===== src/rtl/spbank_pkg.sv =====
`timescale 1ns/1ps
package spbank_pkg;
    typedef enum logic [1:0] {
        ST_MAIN      = 2'd0,
        ST_PROC      = 2'd1,
        ST_HELD_PROC = 2'd2
    } sel_state_e;

    localparam int NUM_BANKS      = 2;
    localparam int BANK_MAIN      = 0;
    localparam int BANK_PROC      = 1;
    localparam int CTRL_W         = 2;
    localparam int CTRL_SPSEL_BIT = 1;
    localparam int CTRL_UNPRIV_BIT = 0;
endpackage


===== src/rtl/spbank_ptr_reg.sv =====
`timescale 1ns/1ps
module spbank_ptr_reg #(
    parameter int SP_W     = 32,
    parameter int ALIGN    = 2,
    parameter bit HAS_LOAD = 1'b0
) (
    input  logic            clk,
    input  logic            rst_n,
    input  logic [SP_W-1:0] load_val,
    input  logic            we,
    input  logic [SP_W-1:0] wdata,
    output logic [SP_W-1:0] q
);
    localparam logic [SP_W-1:0] KEEP = {{(SP_W-ALIGN){1'b1}}, {ALIGN{1'b0}}};

    logic [SP_W-1:0] q_r;

    generate
        if (HAS_LOAD) begin : g_load
            // pointer with a loaded reset value
            always_ff @(posedge clk) begin
                if (!rst_n)
                    q_r <= load_val & KEEP;
                else if (we)
                    q_r <= wdata & KEEP;
            end
        end else begin : g_noload
            // pointer with no defined reset value
            logic unused_inputs;
            assign unused_inputs = rst_n ^ (^load_val);
            always_ff @(posedge clk) begin
                if (we)
                    q_r <= wdata & KEEP;
            end
        end
    endgenerate

    assign q = q_r;

    AST_WRITE_ALIGNED: assert property (@(posedge clk) disable iff (!rst_n)
        we |=> (q == ($past(wdata) & KEEP)));
    AST_HOLD_NO_WRITE: assert property (@(posedge clk) disable iff (!rst_n)
        (!we && $past(rst_n)) |=> $stable(q));
endmodule


===== src/rtl/spbank_sel_fsm.sv =====
`timescale 1ns/1ps
module spbank_sel_fsm
    import spbank_pkg::*;
#(
    parameter bit UNPRIV_EN = 1'b1
) (
    input  logic              clk,
    input  logic              rst_n,
    input  logic              handler_i,
    input  logic              exc_entry_i,
    input  logic              exc_return_i,
    input  logic              ret_thread_i,
    input  logic              ctrl_wr_i,
    input  logic [CTRL_W-1:0] ctrl_wdata_i,
    output logic              use_proc_o,
    output logic [CTRL_W-1:0] ctrl_rdata_o
);
    sel_state_e state_q, state_d;
    logic       unpriv_q;
    logic       sw_ctrl_wr;

    // software control write takes effect only in thread mode, no exception event
    assign sw_ctrl_wr = ctrl_wr_i && !handler_i && !exc_entry_i && !exc_return_i;

    // next-state logic
    always_comb begin
        state_d = state_q;
        unique case (state_q)
            ST_MAIN: begin
                if (sw_ctrl_wr && ctrl_wdata_i[CTRL_SPSEL_BIT])
                    state_d = ST_PROC;
            end
            ST_PROC: begin
                if (exc_entry_i)
                    state_d = ST_HELD_PROC;
                else if (sw_ctrl_wr && !ctrl_wdata_i[CTRL_SPSEL_BIT])
                    state_d = ST_MAIN;
            end
            ST_HELD_PROC: begin
                if (!exc_entry_i && exc_return_i && ret_thread_i)
                    state_d = ST_PROC;
            end
            default: state_d = ST_MAIN;
        endcase
    end

    // state register
    always_ff @(posedge clk) begin
        if (!rst_n)
            state_q <= ST_MAIN;
        else
            state_q <= state_d;
    end

    // unprivileged flag, present only when configured
    generate
        if (UNPRIV_EN) begin : g_unpriv
            always_ff @(posedge clk) begin
                if (!rst_n)
                    unpriv_q <= 1'b0;
                else if (exc_entry_i)
                    unpriv_q <= 1'b0;
                else if (sw_ctrl_wr && ctrl_wdata_i[CTRL_UNPRIV_BIT])
                    unpriv_q <= 1'b1;
            end

            AST_UNPRIV_STICKY: assert property (@(posedge clk) disable iff (!rst_n)
                (unpriv_q && !exc_entry_i) |=> unpriv_q);
        end else begin : g_no_unpriv
            assign unpriv_q = 1'b0;
        end
    endgenerate

    // outputs
    always_comb begin
        use_proc_o   = 1'b0;
        ctrl_rdata_o = '0;
        if (!handler_i) begin
            use_proc_o                    = (state_q == ST_PROC);
            ctrl_rdata_o[CTRL_SPSEL_BIT]  = (state_q == ST_PROC);
            ctrl_rdata_o[CTRL_UNPRIV_BIT] = unpriv_q;
        end
    end

    AST_ENTRY_FORCES_MAIN: assert property (@(posedge clk) disable iff (!rst_n)
        exc_entry_i |=> (state_q != ST_PROC));
    AST_ENTRY_SAVES_PROC: assert property (@(posedge clk) disable iff (!rst_n)
        (exc_entry_i && state_q == ST_PROC) |=> (state_q == ST_HELD_PROC));
    AST_RETURN_RESTORES: assert property (@(posedge clk) disable iff (!rst_n)
        (exc_return_i && ret_thread_i && !exc_entry_i && state_q == ST_HELD_PROC)
        |=> (state_q == ST_PROC));
    AST_NESTED_RETURN_HOLDS: assert property (@(posedge clk) disable iff (!rst_n)
        (exc_return_i && !ret_thread_i && !exc_entry_i) |=> $stable(state_q));
    AST_HND_CTRL_WR_IGNORED: assert property (@(posedge clk) disable iff (!rst_n)
        (handler_i && !exc_entry_i && !exc_return_i) |=> $stable(state_q));
endmodule


===== src/rtl/spbank_top.sv =====
`timescale 1ns/1ps
module spbank_top
    import spbank_pkg::*;
#(
    parameter int SP_W       = 32,
    parameter int ALIGN_BITS = 2,
    parameter bit UNPRIV_EN  = 1'b1
) (
    input  logic              clk,
    input  logic              rst_n,
    input  logic [SP_W-1:0]   boot_sp_i,
    input  logic              handler_i,
    input  logic              exc_entry_i,
    input  logic              exc_return_i,
    input  logic              ret_thread_i,
    input  logic              act_wr_i,
    input  logic [SP_W-1:0]   act_wdata_i,
    output logic [SP_W-1:0]   act_rdata_o,
    input  logic              main_wr_i,
    input  logic [SP_W-1:0]   main_wdata_i,
    output logic [SP_W-1:0]   main_rdata_o,
    input  logic              proc_wr_i,
    input  logic [SP_W-1:0]   proc_wdata_i,
    output logic [SP_W-1:0]   proc_rdata_o,
    input  logic              ctrl_wr_i,
    input  logic [CTRL_W-1:0] ctrl_wdata_i,
    output logic [CTRL_W-1:0] ctrl_rdata_o
);
    logic                 use_proc;
    logic [NUM_BANKS-1:0] named_we;
    logic [NUM_BANKS-1:0] bank_we;
    logic [SP_W-1:0]      named_wd [NUM_BANKS];
    logic [SP_W-1:0]      bank_wd  [NUM_BANKS];
    logic [SP_W-1:0]      bank_q   [NUM_BANKS];

    assign named_we[BANK_MAIN] = main_wr_i;
    assign named_we[BANK_PROC] = proc_wr_i;
    assign named_wd[BANK_MAIN] = main_wdata_i;
    assign named_wd[BANK_PROC] = proc_wdata_i;

    spbank_sel_fsm #(
        .UNPRIV_EN(UNPRIV_EN)
    ) sel_i (
        .clk         (clk),
        .rst_n       (rst_n),
        .handler_i   (handler_i),
        .exc_entry_i (exc_entry_i),
        .exc_return_i(exc_return_i),
        .ret_thread_i(ret_thread_i),
        .ctrl_wr_i   (ctrl_wr_i),
        .ctrl_wdata_i(ctrl_wdata_i),
        .use_proc_o  (use_proc),
        .ctrl_rdata_o(ctrl_rdata_o)
    );

    generate
        for (genvar b = 0; b < NUM_BANKS; b++) begin : g_bank
            localparam bit IS_PROC = (b == BANK_PROC);
            logic act_hit;

            // the active port reaches this bank when the selection matches it
            assign act_hit    = act_wr_i && (use_proc == IS_PROC);
            assign bank_we[b] = named_we[b] | act_hit;
            assign bank_wd[b] = named_we[b] ? named_wd[b] : act_wdata_i;

            spbank_ptr_reg #(
                .SP_W    (SP_W),
                .ALIGN   (ALIGN_BITS),
                .HAS_LOAD(!IS_PROC)
            ) reg_i (
                .clk     (clk),
                .rst_n   (rst_n),
                .load_val(boot_sp_i),
                .we      (bank_we[b]),
                .wdata   (bank_wd[b]),
                .q       (bank_q[b])
            );
        end
    endgenerate

    assign act_rdata_o  = use_proc ? bank_q[BANK_PROC] : bank_q[BANK_MAIN];
    assign main_rdata_o = bank_q[BANK_MAIN];
    assign proc_rdata_o = bank_q[BANK_PROC];

    AST_HND_USES_MAIN: assert property (@(posedge clk) disable iff (!rst_n)
        handler_i |-> (act_rdata_o == main_rdata_o));
    AST_THREAD_PROC_SEL: assert property (@(posedge clk) disable iff (!rst_n)
        (!handler_i && ctrl_rdata_o[CTRL_SPSEL_BIT]) |-> (act_rdata_o == proc_rdata_o));
    AST_NAMED_WR_WINS: assert property (@(posedge clk) disable iff (!rst_n)
        (proc_wr_i && act_wr_i) |=> (proc_rdata_o == ($past(proc_wdata_i) & {{(SP_W-ALIGN_BITS){1'b1}}, {ALIGN_BITS{1'b0}}})));
endmodule


===== config.mk =====
export PLATFORM = sky130hd
export DESIGN_NAME = spbank_top
export DESIGN_NICKNAME = d
export VERILOG_FILES = /design/src/rtl/spbank_pkg.sv /design/src/rtl/spbank_ptr_reg.sv /design/src/rtl/spbank_sel_fsm.sv /design/src/rtl/spbank_top.sv
export SDC_FILE = /design/constraint.sdc
export NUM_CORES = 1
export LEC_CHECK = 0
export ABC_AREA = 1
export BUFFER_PORTS_ARGS = -buffer_cell sky130_fd_sc_hd__buf_2
export CORE_MARGIN = 8
export CORE_UTILIZATION = 42
export DETAILED_ROUTE_END_ITERATION = 8
export GPL_ROUTABILITY_DRIVEN = 0
export MAX_ROUTING_LAYER = met4
export PLACE_DENSITY = 0.77
export REMOVE_ABC_BUFFERS = 1
export SYNTH_ARGS = -nofsm -noshare
export SYNTH_HDL_FRONTEND = slang
export SYNTH_HIERARCHICAL = 1
export SYNTH_SLANG_ARGS = --single-unit

===== constraint.sdc =====
create_clock -name clk -period 2.26 [get_ports clk]
set_input_delay 0.226 -clock clk [delete_from_list [all_inputs] [get_ports clk]]
set_output_delay 0.226 -clock clk [all_outputs]
set_load 0.02 [all_outputs]

Word level (Yosys, flattened, before mapping):

Index checks and enable logic that the tools add are counted.

* equal/unequal tests: 6
* muxes and demuxes: 12
* bitwise operators: 4
* reductions and logical operators: 17

Operator list (count)
* $mux 32: 5
* $logic_and 1x1->1: 10
* $mux 2: 5
* $ne 2x1->1 const B: 3
* $pmux 2 s3: 1
* $logic_not 1->1: 4
* $ne 3x2->1 const B: 1
* $reduce_and 3->1: 1
* $eq 2x1->1 const B: 1
* $eq 2x2->1 const B: 1
* $logic_not 2->1: 1
* $not 1->1: 2
* $or 1x1->1: 2
* $reduce_or 2->1: 1
* $mux 1: 1

* register bits: 63
* input bits: 140
* output and inout port bits: 98
* word-level logic and storage cells: 43

Longest topological paths before layout:

* word-level depth: 8
* depth in mapped cells: 9
* gate-level depth less buffers: 8

By module:

Netlist, hierarchy kept.

By module, submodules not included
* spbank_top: instances 1, cells each 316, area each 1392.6 um^2, seq. area each 0.0 um^2
* spbank_ptr_reg at g_bank[0].reg_i: instances 1, cells each 132, area each 1298.7 um^2, seq. area each 900.9 um^2
* spbank_ptr_reg at g_bank[1].reg_i: instances 1, cells each 33, area each 919.6 um^2, seq. area each 900.9 um^2
* spbank_sel_fsm: instances 1, cells each 34, area each 206.4 um^2, seq. area each 60.1 um^2

Worst setup path before layout:

Ideal clock, no wire load.

* path type: flip-flop to flip-flop
* start: register sel_i.state_q[1]
* end: register g_bank[1].reg_i.q_r[10], enable pin
* library setup time: 0.387 ns
* data arrival time: 1.573 ns
* required time: 1.873 ns
* setup slack: 0.299 ns
* cell stages (with the launch flop): 8
* path buffers: 2
* clock period less this slack: 1.961 ns
* path through: dfxtp_1 -> inv_2 -> nand2_1 -> nor2_1 -> buf_6 -> clkbuf_8 -> nand2_1 -> nand2_1

* longest elaborated chain between the ends: 4

RTL lines
* start, declared: RTL line spbank_sel_fsm.sv:18 `sel_state_e state_q, state_d;`
* start signal, assigned: RTL line spbank_sel_fsm.sv:52 `state_q <= state_d;`
* $eq 2x1->1: RTL line spbank_sel_fsm.sv:79 `use_proc_o = (state_q == ST_PROC);`
* $mux 1: RTL line spbank_sel_fsm.sv:78 `if (!handler_i) begin`
* via use_proc: RTL line spbank_top.sv:29 `logic use_proc;`
* $logic_and 1x1->1: RTL line spbank_top.sv:62 `assign act_hit = act_wr_i && (use_proc == IS_PROC);`
* $or 1x1->1: RTL line spbank_top.sv:63 `assign bank_we[b] = named_we[b] | act_hit;`
* via bank_we[1]: RTL line spbank_top.sv:31 `logic [NUM_BANKS-1:0] bank_we;`
* end signal, assigned: RTL line spbank_ptr_reg.sv:33 `q_r <= wdata & KEEP;`
* end, declared: RTL line spbank_ptr_reg.sv:16 `logic [SP_W-1:0] q_r;`

The timed path passes the listed nets, and every way through them passes these cells.
A chain may end at the register's enable or synchronous reset.

Final worst setup path:

* start: register sel_i.state_q[1]
* end: output act_rdata_o[25]

* longest elaborated chain between the ends: 3

RTL lines
* $eq 2x1->1: RTL line spbank_sel_fsm.sv:79
* $mux 1: RTL line spbank_sel_fsm.sv:78
* $mux 32: RTL line spbank_top.sv:81 `assign act_rdata_o = use_proc ? bank_q[BANK_PROC] : bank_q[BANK_MAIN];`
* end, declared: RTL line spbank_top.sv:18 `output logic [SP_W-1:0] act_rdata_o,`

Every way passes these cells.

==> impl_metrics.ini <==
[run_status]
outcome = finished, final reports clean

[finish]
layout-drive-gt1-share_pct = 36.63
regArea_sq_um = 1862
fin_cells = 826
fill_cells = 830
antenna_cells = 0
syn_to_final_growth_pct = 32.21
multi_input_area_sq_um = 1562
fin_util_pct = 57.19
fin_nets = 853

[sta]
rsz0062_at_grt = no
final.setup.tns_ns = 0
setup_viol = 0
finClkSkew_ns = 0.01124
timing.final.ws_setup_ns = 0.2630
period_needed_ns = 1.997
finalHoldViolCount = 0
slew_headroom_pct = 61.05
max_freq_mhz = 500.8
hold_ws_ns = 0.1508
finalMaxSlewViolations = 0
worst_slew_pin_slew_ns = 0.5833
timing.final.crit_share_pct = 88.36

[floorplan]
die_x_microns = 110.8
initial_core_util_pct = 43.26
die_y_microns = 110.8
num_rows = 34
die-area_sq_um = 12270
coreArea_sq_um = 8721
top_level_ports = 238

[grt]
grt_max_degree = 34
grt_overflow_total = 0
grt_pass1_wl_mm = 20.25
antenna_found_initial = 0
grt_util_all_layers_pct = 20.62
grt_pass1_vias = 4072

[critical_path]
worst-path-max-fanout = 28
cp_cell_sequence = inv_2, nand2_1, nor2_4, buf_6, nand2_1, nand2_1, buf_2
required_ns = 2.03
worst_path_max_delay_cell = dfxtp_1
cp-end-kind = output pin
worstPathArrival_ns = 1.77
cpPeakStageDelay_ns = 0.33
crit_buf_inv = 3
timing.critical_path.mode_cell = nand2_1
startpoint_type = flop
crit_type = flop to output pin
path_depth = 7
worst_r2r_path_depth = 9
crit_family = simple AND/OR/NAND/NOR gates

[flow_run]
drv_cap = 0

[yosys]
yosysWarnings = 6
syn_avg_cell_area_sq_um = 7.500
synth_area_sq_um = 3772
synth_cells = 503

[clock_tree]
ctsHoldBuffers = 0
cts_tree = yes
cts.path.max_buffers = 2
cts.sink_count = 63
clk_latency_ns = 0.33
h-tree-depth = 3
clk_pin_slew_worst_paths_ns = 0.08
root_buffer = clkbuf_8
cts-buffers-inserted = 9

[pwr]
vdd_ir_drop_max_mv = 0.2616
pwr-share-seq_pct = 44.1
powerDensity_nw_per_um2 = 657.8
comb_power_share_pct = 24.2
p_switching_uw = 987.8
intPower_uw = 2293
p_leak_uw = 0.002851
power_frac_clock_pct = 31.6
p_sw_share_pct = 30.11

[drt]
first_pass_iters = 4
antenna_left = 0
wl_per_cell_microns = 15.49
drt_wl_total_mm = 12.79
route.detailed.drc = 0
via_per_inst = 4.810
drt-initial-drc-count = 269
route.vias.total = 3973

[min_path]
hold-path-cell-count = 3
hold_class = input pin to flop

[place]
port_buffers = 223
dp_cells = 810
dp_hpwl_mm = 9.348
place_ws_ns = 0.4215
## flip-flops by register name, summed over array words and instances (netlist names)
name,flops
g_bank.reg_i/q,60
sel_i/state_q,2
sel_i/unpriv_q,1
## worst min-delay path, cell delays in order
cell	delay, ns
buf_2	0.08
nand2_1	0.04
nand2_1	0.04
## routing by layer
layer | vias to the layer above | part of all wire (%) | track usage, % | routed length, microns
met5 | - | 0 | - | 0
met1 | 1777 | 38 | 22.51 | 4874
met2 | 223 | 50 | 34.66 | 6458
met4 | 0 | 1.3 | 7.928 | 168
li1 | 1958 | - | - | -
met3 | 15 | 10 | 6.061 | 1293
## path summary, 6_finish.rpt
check | start | endpoint | slack [ns]
setup / recovery | sel_i/state_q[1] | act_rdata_o[25] | 0.26
hold / removal | boot_sp_i[28] | g_bank[0].reg_i/q[28] | 0.15
setup reg to reg | sel_i/state_q[1] | g_bank[0].reg_i/q[22] | 0.41
hold reg to reg | sel_i/unpriv_q | sel_i/unpriv_q | 0.47
## power by group through the flow
| stage | Clock, uW | Sequential, uW | Combinational (uW) |
|---|---|---|---|
| detailed placement | 0 | 1470 | 800 |
| floorplan | 0 | 1590 | 301 |
| global route | 1120 | 1460 | 870 |
| finish | 1040 | 1450 | 795 |
| global placement | 0 | 1470 | 783 |
| CTS | 1060 | 1450 | 801 |
## metrics by stage
step           total power (uW)  instance area [sq um]
2_1_floorplan              1891                   3475
5_1_grt                    3447                   4987
3_5_place_dp               2272                   4778
4_1_cts                    3313                   4984
6_report                   3281                   4987
3_3_place_gp               2254                   4778
## final cells by class
type / instances / area share, %
Tap cell: 108 / 2.709
Timing Repair Buffer: 229 / 23.36
Inverter: 11 / 1.179
Sequential cell: 63 / 37.33
Multi-Input combinational cell: 399 / 31.31
Clock buffer: 12 / 2.709
Clock inverter: 4 / 1.405
## timing repair
action / 4_1_cts / 5_1_grt
gates resized for setup: 0 / 1
setup endpoints to repair: 0 / 10
buffers inserted: 0 / 0
hold endpoints to repair: 0 / 0
## cell usage in the layout, fill, tap and decap left out
master,instances
buf_6,1
nor2_1,4
nor2_4,2
nand3_1,5
inv_6,2
inv_1,6
nand2_1,367
inv_8,1
dfxtp_1,3
clkbuf_8,9
edfxtp_1,60
a21oi_1,1
clkinv_2,2
a21boi_1,1
nand2_2,12
inv_2,2
buf_2,223
nor2_2,2
bufinv_16,2
buf_4,5
nand4_1,1
conb_1,4
clkbuf_1,3
(Power assumes the default switching activity.)
